[src/rtl/dtt_pkg.sv]
package dtt_pkg;
  localparam int NUM_TMR      = 2;
  localparam int TMR_RTC      = 0;
  localparam int TMR_GPT      = 1;
  // per-timer register window: counter at base, scaler at base+4
  localparam int OFS_CNT_BASE = 'h80;
  localparam int OFS_STRIDE   = 8;
  localparam int OFS_SCL_REL  = 4;
  localparam int OFS_CTRL     = 'h98;
  // control word: per-timer byte lane, bits inside a lane
  localparam int CTRL_LANE    = 8;
  localparam int CTRL_EN      = 0;
  localparam int CTRL_LOAD    = 1;
  localparam int CTRL_RLD     = 2;
endpackage

[src/rtl/dtt_prescaler.sv]
module dtt_prescaler #(
  parameter int SCL_W = 16
) (
  input  logic             clk,
  input  logic             rst_n,
  input  logic             en_i,
  input  logic             load_i,
  input  logic [SCL_W-1:0] prog_i,
  output logic             tick_o
);
  logic [SCL_W-1:0] scl_q;

  assign tick_o = en_i && !load_i && (scl_q == '0);

  always_ff @(posedge clk) begin
    if (!rst_n)          scl_q <= '0;
    else if (load_i)     scl_q <= prog_i;
    else if (en_i) begin
      if (scl_q == '0)   scl_q <= prog_i;
      else               scl_q <= scl_q - SCL_W'(1);
    end
  end


  scl_step_chk: assert property (@(posedge clk) disable iff (!rst_n)
    (en_i && !load_i && scl_q != '0) |=> (scl_q == $past(scl_q) - SCL_W'(1)));


  scl_hold_chk: assert property (@(posedge clk) disable iff (!rst_n)
    (!en_i && !load_i) |=> $stable(scl_q));
endmodule

[src/rtl/dtt_counter.sv]
module dtt_counter #(
  parameter int CNT_W = 24
) (
  input  logic             clk,
  input  logic             rst_n,
  input  logic             tick_i,
  input  logic             load_i,
  input  logic             rld_i,
  input  logic [CNT_W-1:0] prog_i,
  output logic [CNT_W-1:0] cnt_o,
  output logic             irq_o
);
  logic [CNT_W-1:0] cnt_q;
  logic             stop_q;
  logic             uflow;

  assign uflow = tick_i && !load_i && (cnt_q == '0) && !stop_q;
  assign cnt_o = cnt_q;

  always_ff @(posedge clk) begin
    if (!rst_n) begin
      cnt_q  <= '0;
      stop_q <= 1'b0;
      irq_o  <= 1'b0;
    end else begin
      irq_o <= uflow;
      if (load_i) begin
        cnt_q  <= prog_i;
        stop_q <= 1'b0;
      end else if (uflow) begin
        if (rld_i) cnt_q  <= prog_i;
        else       stop_q <= 1'b1;
      end else if (tick_i && cnt_q != '0) begin
        cnt_q <= cnt_q - CNT_W'(1);
      end
    end
  end


  cnt_load_chk: assert property (@(posedge clk) disable iff (!rst_n)
    load_i |=> (cnt_q == $past(prog_i)));


  irq_after_tick_chk: assert property (@(posedge clk) disable iff (!rst_n)
    irq_o |-> $past(tick_i));


  stopped_quiet_chk: assert property (@(posedge clk) disable iff (!rst_n)
    (stop_q && !load_i) |=> !irq_o);


  cnt_hold_chk: assert property (@(posedge clk) disable iff (!rst_n)
    (!tick_i && !load_i) |=> $stable(cnt_q));
endmodule

[src/rtl/dtt_regfile.sv]
module dtt_regfile
  import dtt_pkg::*;
#(
  parameter int ADDR_W = 8,
  parameter int DATA_W = 32,
  parameter int SCL_W  = 16,
  parameter int CNT_W  = 24
) (
  input  logic                            clk,
  input  logic                            rst_n,
  input  logic                            wr_en,
  input  logic [ADDR_W-1:0]               addr,
  input  logic [DATA_W-1:0]               wr_data,
  input  logic [NUM_TMR-1:0][CNT_W-1:0]   live_cnt,
  output logic [DATA_W-1:0]               rd_data,
  output logic [NUM_TMR-1:0][SCL_W-1:0]   scl_prog,
  output logic [NUM_TMR-1:0][CNT_W-1:0]   cnt_prog,
  output logic [NUM_TMR-1:0]              en,
  output logic [NUM_TMR-1:0]              rld,
  output logic [NUM_TMR-1:0]              load
);
  logic ctrl_hit;
  logic unused_wr_bits;
  logic [NUM_TMR-1:0][DATA_W-1:0] rd_lane;

  assign ctrl_hit       = wr_en && (addr == ADDR_W'(OFS_CTRL));
  assign unused_wr_bits = ^wr_data;

  for (genvar t = 0; t < NUM_TMR; t++) begin : g_tmr
    localparam int CNT_OFS = OFS_CNT_BASE + t * OFS_STRIDE;
    localparam int SCL_OFS = CNT_OFS + OFS_SCL_REL;
    localparam int LANE    = t * CTRL_LANE;

    assign load[t]    = ctrl_hit && wr_data[LANE + CTRL_LOAD];
    assign rd_lane[t] = (addr == ADDR_W'(CNT_OFS))
                        ? {{(DATA_W-CNT_W){1'b0}}, live_cnt[t]} : '0;

    always_ff @(posedge clk) begin
      if (!rst_n) begin
        scl_prog[t] <= '0;
        cnt_prog[t] <= '0;
        en[t]       <= 1'b0;
        rld[t]      <= 1'b0;
      end else if (wr_en) begin
        if (addr == ADDR_W'(SCL_OFS)) scl_prog[t] <= wr_data[SCL_W-1:0];
        if (addr == ADDR_W'(CNT_OFS)) cnt_prog[t] <= wr_data[CNT_W-1:0];
        if (ctrl_hit) begin
          en[t]  <= wr_data[LANE + CTRL_EN];
          rld[t] <= wr_data[LANE + CTRL_RLD];
        end
      end
    end
  end

  always_comb begin
    rd_data = '0;
    for (int t = 0; t < NUM_TMR; t++) rd_data = rd_data | rd_lane[t];
  end
endmodule

[src/rtl/dual_tick_timer.sv]
module dual_tick_timer
  import dtt_pkg::*;
#(
  parameter int SCL_W = 16,
  parameter int CNT_W = 24
) (
  input  logic        clk,
  input  logic        rst_n,
  input  logic        wr_en,
  input  logic [7:0]  addr,
  input  logic [31:0] wr_data,
  output logic [31:0] rd_data,
  output logic        rtc_irq,
  output logic        gpt_irq
);
  localparam int ADDR_W = 8;
  localparam int DATA_W = 32;

  logic [NUM_TMR-1:0][SCL_W-1:0] scl_prog;
  logic [NUM_TMR-1:0][CNT_W-1:0] cnt_prog;
  logic [NUM_TMR-1:0][CNT_W-1:0] live_cnt;
  logic [NUM_TMR-1:0]            en, rld, load, tick, irq;

  dtt_regfile #(
    .ADDR_W(ADDR_W), .DATA_W(DATA_W), .SCL_W(SCL_W), .CNT_W(CNT_W)
  ) u_regs (
    .clk(clk), .rst_n(rst_n), .wr_en(wr_en), .addr(addr), .wr_data(wr_data),
    .live_cnt(live_cnt), .rd_data(rd_data), .scl_prog(scl_prog),
    .cnt_prog(cnt_prog), .en(en), .rld(rld), .load(load)
  );

  for (genvar t = 0; t < NUM_TMR; t++) begin : g_chan
    dtt_prescaler #(.SCL_W(SCL_W)) u_pre (
      .clk(clk), .rst_n(rst_n), .en_i(en[t]), .load_i(load[t]),
      .prog_i(scl_prog[t]), .tick_o(tick[t])
    );
    dtt_counter #(.CNT_W(CNT_W)) u_cnt (
      .clk(clk), .rst_n(rst_n), .tick_i(tick[t]), .load_i(load[t]),
      .rld_i(rld[t]), .prog_i(cnt_prog[t]), .cnt_o(live_cnt[t]), .irq_o(irq[t])
    );
  end

  assign rtc_irq = irq[TMR_RTC];
  assign gpt_irq = irq[TMR_GPT];


  reset_quiet_chk: assert property (@(posedge clk)
    !rst_n |=> (!rtc_irq && !gpt_irq));
endmodule

[config.mk]
export PLATFORM = sky130hd
export DESIGN_NAME = dual_tick_timer
export DESIGN_NICKNAME = d
export VERILOG_FILES = /design/src/rtl/dtt_pkg.sv /design/src/rtl/dtt_prescaler.sv /design/src/rtl/dtt_counter.sv /design/src/rtl/dtt_regfile.sv /design/src/rtl/dual_tick_timer.sv
export SDC_FILE = /design/constraint.sdc
export NUM_CORES = 1
export LEC_CHECK = 0
export ABC_AREA = 1
export BUFFER_PORTS_ARGS = -buffer_cell sky130_fd_sc_hd__buf_2
export CORE_AREA = 2 2 168 170
export CTS_BUF_LIST = sky130_fd_sc_hd__clkbuf_16
export DETAILED_ROUTE_END_ITERATION = 7
export DIE_AREA = 0 0 170 172
export PLACE_DENSITY = 0.61
export SYNTH_ARGS = -nofsm -noshare
export SYNTH_HDL_FRONTEND = slang
export SYNTH_SLANG_ARGS = --single-unit
[constraint.sdc]
create_clock -name clk -period 1.7 [get_ports clk]
set_input_delay 0.255 -clock clk [delete_from_list [all_inputs] [get_ports clk]]
set_output_delay 0.255 -clock clk [all_outputs]
set_load 0.01 [all_outputs]
==> impl_summary.md, run 1 <==
Run status
The run finished, with violations left. The checks that failed: setup timing.

Pwr
After layout, the design draws a total of 8.43 mW. For this design the total switching power over the nets is 2.10 mW. The net switching share of the total power is 24.9%. In this run, the clock network consumes 45.4% of the power. In this run the power density over the cells is 605 nW/µm². The combinational share of power is 7.7%. The cell internal power dissipation is 6.33 mW. Per report_power, the sequential group accounts for 46.9% of the total.

In this run the static leakage power is 6.70 nW. IR analysis of the VDD net gives a maximum drop of 0.574 mV.

Detailed routing
The routed wirelength normalized by instance count is 16.4 µm. In this run, the number of DRC markers left after iteration 0 of detailed routing was 1052. The detail route stage leaves a number of antenna-violating nets equal to 0.

The total vias in the final route is 10800. After detailed routing, the number of remaining DRC violations is 0. The vias per cell is 5.09. The count of TritonRoute iterations in the first routing pass is 6. The routed design has 34.8 mm of wire.

Synth
The count of yosys warnings during synthesis is 0. The synthesis-stage register bit count is 168. The most common cell in the synthesized netlist is nand2_1.

The mapped netlist covers 9490 µm². Ranked by instance count, the synthesized netlist is headed by 323 x nand2_1, 273 x nor2_1, 168 x dfxtp_1. The netlist uses 36 different library cells. The leading area contributor after synthesis is dfxtp_1. The count of mapped cells out of synthesis is 1497.

The portion of synthesized cell area occupied by the leading cell type is 35.4%. The post-synthesis average cell area is 6.34 µm². The primary flip-flop cell chosen by synthesis mapping is dfxtp_1.

Counting flops with an async set or reset pin after synthesis yields a share of 0%. The sequential cell area fraction in the yosys report is 35.4%. By area the synthesized netlist is led by dfxtp_1 35%, nand2_1 13%, nor2_1 11%. Counting flops with a built-in enable in the synthesized netlist gives 0.

Critical path
The critical path arrival is 2.17 ns. For this design, the slowest cell found on the critical path is dfxtp_2. The kind of cell with the highest combined delay along the critical path is simple AND/OR/NAND/NOR gates.

STA puts the critical path data required time at 2.02 ns. The launch point of the critical path is g_chan[0].u_pre.scl_q[1]. Traced cell by cell, the critical path runs through inv_2 -> ha_4 -> nand2_2 -> nor2_4 -> nand3_4 -> nor2_4 -> nand3_4 -> nand2_4 -> buf_6 -> buf_8 -> nand3_1 -> nand2_1 -> nor2_1. STA classifies the critical path endpoint as a flip-flop.

The beginning of the worst register-to-register path is g_chan[0].u_pre.scl_q[1]. The critical path contains buffers and inverters numbering 3 combined. The maximum fanout along the worst path is 6. The setup slack of the worst register-to-register path is -0.15 ns. The kind of start point of the critical path is a flip-flop. The stage delay of the slowest cell on the critical path is 0.32 ns. By startpoint and endpoint, the worst setup path is classified as reg2reg.

Timing
Setup repair after global routing could not meet its margin everywhere. The highest achievable clock rate is 0.540 GHz. The count of endpoints failing hold in the final timing report is 0. The final setup slack of the worst path is -0.151 ns. The setup TNS is -5.26 ns. The minimum period implied by the final worst setup slack is 1.85 ns. The final clock period utilization by the worst path is 109%. Across the routed clock network, the largest skew measured is 0.0135 ns. The total count of max-transition violations in the final report came to 0. On the final layout, the worst hold slack is 0.111 ns. The number of setup violations in the final report is 56.

Hold path
The worst hold path belongs to the class in2reg. The worst hold path begins at wr_data[17].

Clocking
The number of levels the H-tree was split into is 4. After clock tree synthesis, the clock-pin slew on the worst setup and hold paths is 0.07 ns. The clock passes through at most 2 buffers. The number of clock sinks is 168. TritonCTS built the clock tree. TritonCTS created 17 clock buffers. The tree is rooted in a clkbuf_16. At the later pin of the worst-skew pair, clock insertion delay measures 0.43 ns.

Placement
The cell total after placement is 2047. The post-place setup slack is -0.197 ns. The placed wire-length estimate is 23.6 mm. The cell area reported after detailed placement is 11700 µm². The weighted congestion reported at the end of routability-driven placement is 0.934.

Input and output buffers added on the ports amount to 60.

GRT
The maximum number of pins on one net before global-route repair is 59. The total global-route track usage is 22.9%. The total overflow left after global routing is 0. The number of global-route vias before repair is 9711. The number of antenna violations at the first check in global routing is 1. The first-pass GRT wire length is 52.0 mm.

Finish
The synthesis-to-finish area growth is 47.0%. After the flow finishes, the layout carries non-filler instances totaling 2125. The final instance area is 13900 µm². After the last flow step, the layout net total stands at 1815. The ratio of cells with drive above 1 in the final layout is 32.5%. The post-route core utilization is 50.8%.

Die
77 I/O pins were placed. Measured along the y axis, the die boundary spans 172 µm. The initial utilization of the core area, before any placement, comes to 34.5%. The full die area is 29200 µm². The total area inside the core boundary comes to 27500 µm². The row count is 61. The die width is 170 µm.

Flow run
The number of max-cap violations is 0.
==> cells in the final DEF (no fill, tap or decap), types with 27 or more instances in the layout <==
| master | n |
|---|---|
| nor2_2 | 43 |
| nand2_2 | 34 |
| buf_6 | 34 |
| nor2_1 | 204 |
| xor2_1 | 36 |
| dfxtp_1 | 155 |
| inv_1 | 136 |
| a21oi_1 | 83 |
| buf_4 | 205 |
| nand3_1 | 99 |
| nand2_1 | 288 |
| nand3_2 | 27 |
| buf_2 | 51 |
| o21ai_0 | 96 |
| nor2_4 | 34 |
==> repair_timing <==
action | in CTS | in global routing
hold buffers | 0 | 0
cloned | 6 | 7
resized for setup | 116 | 210
setup endpoints to repair | 73 | 97
buffers inserted | 27 | 9
pin swaps | 24 | 66
==> area by class of cell <==
type                            count  area [µm²]
Antenna cell                        1        2.50
Clock inverter                     14         131
Timing Repair Buffer              321        2820
Tap cell                          346         433
Fill cell                        2616       13500
Inverter                          154         587
Sequential cell                   168        3380
Multi-Input combinational cell   1104        6170
Clock buffer                       17         425
==> flip-flops by register name, indices dropped and copies added (netlist names) <==
register,flops
g_chan.u_cnt.cnt_o,48
u_regs.cnt_prog,48
g_chan.u_pre.scl_q,32
u_regs.scl_prog,32
g_chan.u_cnt.irq_o,2
g_chan.u_cnt.stop_q,2
u_regs.en,2
u_regs.rld,2
==> worst paths after layout <==
kind                                     to  cells after the start
setup / recovery  g_chan[0].u_cnt.cnt_o[17]                     13
hold / removal          u_regs.cnt_prog[17]                      3
setup reg to reg  g_chan[0].u_cnt.cnt_o[17]                     13
hold reg to reg         u_regs.cnt_prog[35]                      2
==> power groups by stage <==
stage / logic [mW] / registers [mW] / clock network [mW]
2_1_floorplan: 0.320 / 4.04 / 0
3_3_place_gp: 0.550 / 4.04 / 0
3_5_place_dp: 0.553 / 4.04 / 0
4_1_cts: 0.591 / 3.95 / 3.87
5_1_grt: 0.711 / 3.95 / 4.05
6_report: 0.653 / 3.95 / 3.83
==> worst reg2reg max path, stage by stage (launching register included) <==
cell	delay [ns]
dfxtp_2	0.32
inv_2	0.07
ha_4	0.15
nand2_2	0.06
nor2_4	0.17
nand3_4	0.13
nor2_4	0.18
nand3_4	0.11
nand2_4	0.09
buf_6	0.12
buf_8	0.14
nand3_1	0.07
nand2_1	0.08
nor2_1	0.05
==> cell families after synthesis <==
kind of cell               count (synthesis)  synth area share, %
other                                      1               0.0395
adders and majority gates                  6                0.791
xor gates and xnor gates                  43                 3.97
and+or+nand+nor                          780                 34.2
buffers and inverters                    233                 10.1
AOI/OAI and AO/OA                        266                 15.4
DFF                                      168                 35.4
==> per-layer routing <==
metal	GRT usage, %	part of all wire [%]
met1	30.5	43
met2	37.3	47
met3	4.65	7.3
met4	7.36	2.4
met5	0	0
Note: power is estimated with default switching activity, not from simulation.
==> inputs of run 2 (changes only) <==
- ABC_AREA: 1 -> unset
- CORE_AREA: 2 2 168 170 -> 2 2 164 166
- DIE_AREA: 0 0 170 172 -> 0 0 166 168
- GPL_TIMING_DRIVEN: unset -> 1
==> impl_summary.md, run 2 <==
Die
Row generation in the floorplan step produced 60 rows. The floorplan step defined a core boundary enclosing 26400 µm². Once the floorplan was initialized, standard cells occupied 34.4% of the core.

The vertical extent of the die is 168 µm. The die covers 27900 µm². The number of top-level design ports is 77.

The die width is 166 µm.

Flow run
Max-cap violations in this run came to 0.

GRT
The total global-route track usage is 25.7%. The number of antenna violations at the first check in global routing was 0. The first-pass GRT wire length is 56.2 mm.

Entering global routing, the biggest net connects 54 pins. For this run the aggregate overflow at the end of global routing stands at 0. The number of global-route vias before repair came to 10300.

Run status
The checks that failed: setup timing. The run finished, with violations left.

Synth
The post-synthesis average cell area is 7.76 µm². The portion of synthesized cell area occupied by the leading cell type is 37.1%. The number of unique standard cell types used by synthesis is 72. Sequential elements use 37.1% of the synthesized area. The count of yosys warnings during synthesis is 0. The primary flip-flop cell chosen by synthesis mapping is dfxtp_1. Yosys attributes the largest share of cell area to dfxtp_1 37%, mux2i_1 9.2%, nand2_1 6.6%. In the synthesized netlist, the cells that appear most often are 168 x dfxtp_1, 160 x nand2_1, 147 x nor2_1.

The largest total area in the synthesized netlist belongs to dfxtp_1. The most common cell in the synthesized netlist is dfxtp_1. The synthesis-stage register bit count is 168.

The number of enable-type register cells in the synthesized netlist is 0. The count of mapped cells out of synthesis is 1168. Counting flops with an async set or reset pin after synthesis yields a share of 0%. The synthesized cell area is 9070 µm².

Detailed routing
The routed layout has 10600 vias. The total wire length after detailed routing is 36.8 mm. After detailed routing, the number of vias per cell comes to 5.61. The routed wirelength normalized by instance count is 19.5 µm. The number of nets still failing antenna checks after routing is 0.

The number of design rule violations left after detail routing is 0. The count of TritonRoute iterations in the first routing pass is 5. The first routing iteration left 948 violations.

Hold path
Counting instances, the worst hold path has a depth of 3. The type of the tightest min-delay check is in2reg. The path with the worst hold slack has its endpoint at u_regs.cnt_prog[19].

The worst hold path startpoint is wr_data[19].

Clocking
The root buffer cell is clkbuf_16. After clock tree synthesis, the clock-pin slew on the worst setup and hold paths is 0.07 ns. The number of clock sinks is 168. The worst-case clock buffer depth is 2.

In this run, post-CTS hold repair placed 0 buffers. CTS built an H-tree with a depth of 4. The clock reaches the later pin of the worst-skew pair after 0.45 ns.

TritonCTS created 17 clock buffers. TritonCTS built the clock tree.

Finish
The ratio of cells with drive above 1 in the final layout is 46.4%. The most frequent standard cell in the layout excluding fill and tap cells is buf_4. The number of antenna diodes in the final layout is 0. The post-layout net count is 1580. Leaving out fill and tap cells, the most frequent cells in the layout are 266 x buf_4, 146 x nand2_1, 139 x dfxtp_1.

The synthesis-to-finish area growth is 60.6%. The post-route core utilization is 55.3%.

Timing
The final clock period utilization by the worst path is 144%. The final worst clock skew is 0.0136 ns. The highest achievable clock rate is 0.409 GHz. The worst max-slew margin expressed relative to the limit is 65.7%.

Setup slack on the critical path of the routed design comes to -0.744 ns. The actual slew at the worst max-slew pin is 0.512 ns. Setup repair after global routing could not meet its margin everywhere.

The total count of max-transition violations in the final report is 0. The worst path in the final design needs a cycle of 2.44 ns, including I/O delays and setup. Setup violations remaining at the end of the flow were counted as 87. The count of endpoints failing hold in the final timing report is 0.

Placement
The placed wire-length estimate is 25.0 mm. Routability-driven placement finished with a final weighted congestion of 0.914. The post-place setup slack is -0.716 ns.

During placement, the flow inserted port buffers numbering 60.

Critical path
The setup slack of the worst register-to-register path is -0.74 ns. The kind of start point of the critical path is a flip-flop. The end of the worst register-to-register path is g_chan[0].u_cnt.cnt_o[22]. The critical path arrival is 2.78 ns.

The cell that appears most often on the critical path is or4_4. The required time at the endpoint of the critical path is 2.03 ns. The beginning of the worst register-to-register path is g_chan[0].u_cnt.cnt_o[8]. Of all nets on the critical path, the largest fanout is 4. In this design, the stage delay of the slowest critical-path cell is 0.57 ns.

The cell count of the worst reg-to-reg path is 8. The critical path goes through or4_4 -> or4_4 -> o41ai_4 -> buf_4 -> buf_6 -> and3b_2 -> a21oi_2 -> o21ai_1. The kind of critical path is reg2reg. For this design, the slowest cell found on the critical path is or4_4. STA classifies the critical path endpoint as a flip-flop.

Pwr
The completed layout was analyzed and its total power is 8.46 mW. In this run the static leakage power is 6.36 nW. The power per cell area is 581 nW/µm².

Across the VDD grid, the largest voltage drop is 0.632 mV.
[run 2: cell count changes after synthesis, sizes merged, moves of 16 or more]
cell and change:
nand3 -102, buf -16, xor2 -36, a211oi -21, a21oi +24, or4 +21
o21ai -49, clkbuf +20, nor2 -134, inv -138, nor3 +25, nor4 +39
nand2 -170, mux2i +83
[run 2: final cells by class]
type                            instances  area (µm²)
Clock buffer                           17         425
Clock inverter                         15         168
Fill cell                            2293       11800
Inverter                               16        66.3
Multi-Input combinational cell        909        6500
Sequential cell                       168        3400
Tap cell                              341         427
Timing Repair Buffer                  419        3570
[run 2: logic make-up after synthesis]
group                    share of synthesized area [%]
XOR/XNOR                                        0.0966
buffers and inverters                             4.93
AND/OR/NAND/NOR                                   28.7
flip-flops                                        37.1
other                                           0.0414
AO/OA/AOI/OAI                                     18.8
adder cells (fa/ha/maj)                          0.828
multiplexers                                      9.53
[run 2: per-layer routing]
metal  track usage [%]  part of all wire [%]
met2              41.7                    46
met3              4.54                   7.1
met5                 0                     0
met4              9.34                   2.9
met1              34.3                    44
[run 2: power breakdown]
part / internal [mW] / switching, mW
Sequential: 3.93 / 0.00342
Combinational: 0.193 / 0.299
Clock: 2.20 / 1.82
[run 2: stage by stage]
stage | area, µm² | TNS (ns) | cells | hold WS, ns
3_5_place_dp | 12200 | -42.59 | 1793 | 0.446
5_1_grt | 14600 | -43.85 | 1885 | 0.0830
2_1_floorplan | 9540 | -33.84 | 1175 | 0.391
3_3_place_gp | 12200 | -40.82 | 1793 | 0.445
6_report | 14600 | -36.88 | 1885 | 0.0801
4_1_cts | 13900 | -35.94 | 1867 | 0.0744
[run 2: worst max-delay path by stage]
stage	start	endpoint	slack, ns	cells after the start
floorplan	g_chan[0].u_cnt.cnt_o[0]	g_chan[0].u_cnt.cnt_o[8]	-0.81	10
global placement	g_chan[0].u_cnt.cnt_o[10]	g_chan[0].u_cnt.cnt_o[8]	-0.70	7
detailed placement	g_chan[0].u_cnt.cnt_o[10]	g_chan[0].u_cnt.cnt_o[8]	-0.72	7
CTS	g_chan[0].u_cnt.cnt_o[9]	g_chan[0].u_cnt.cnt_o[22]	-0.71	8
global route	g_chan[0].u_cnt.cnt_o[8]	g_chan[0].u_cnt.cnt_o[7]	-0.80	8
finish	g_chan[0].u_cnt.cnt_o[8]	g_chan[0].u_cnt.cnt_o[22]	-0.74	8
[run 2: worst max-delay path, delay by kind of cell, from the launching register on]
family          cells  cell delay (ns)
buf+inv             2             0.29
compound gates      3             0.40
flops               1             0.32
simple gates        3             1.33
[run 2: timing repair]
| item | CTS | global route |
|---|---|---|
| gates resized for setup | 210 | 123 |
| setup endpoints to repair | 88 | 108 |
| pin swaps | 96 | 62 |
| gates cloned | 7 | 0 |
| buffers inserted | 37 | 26 |
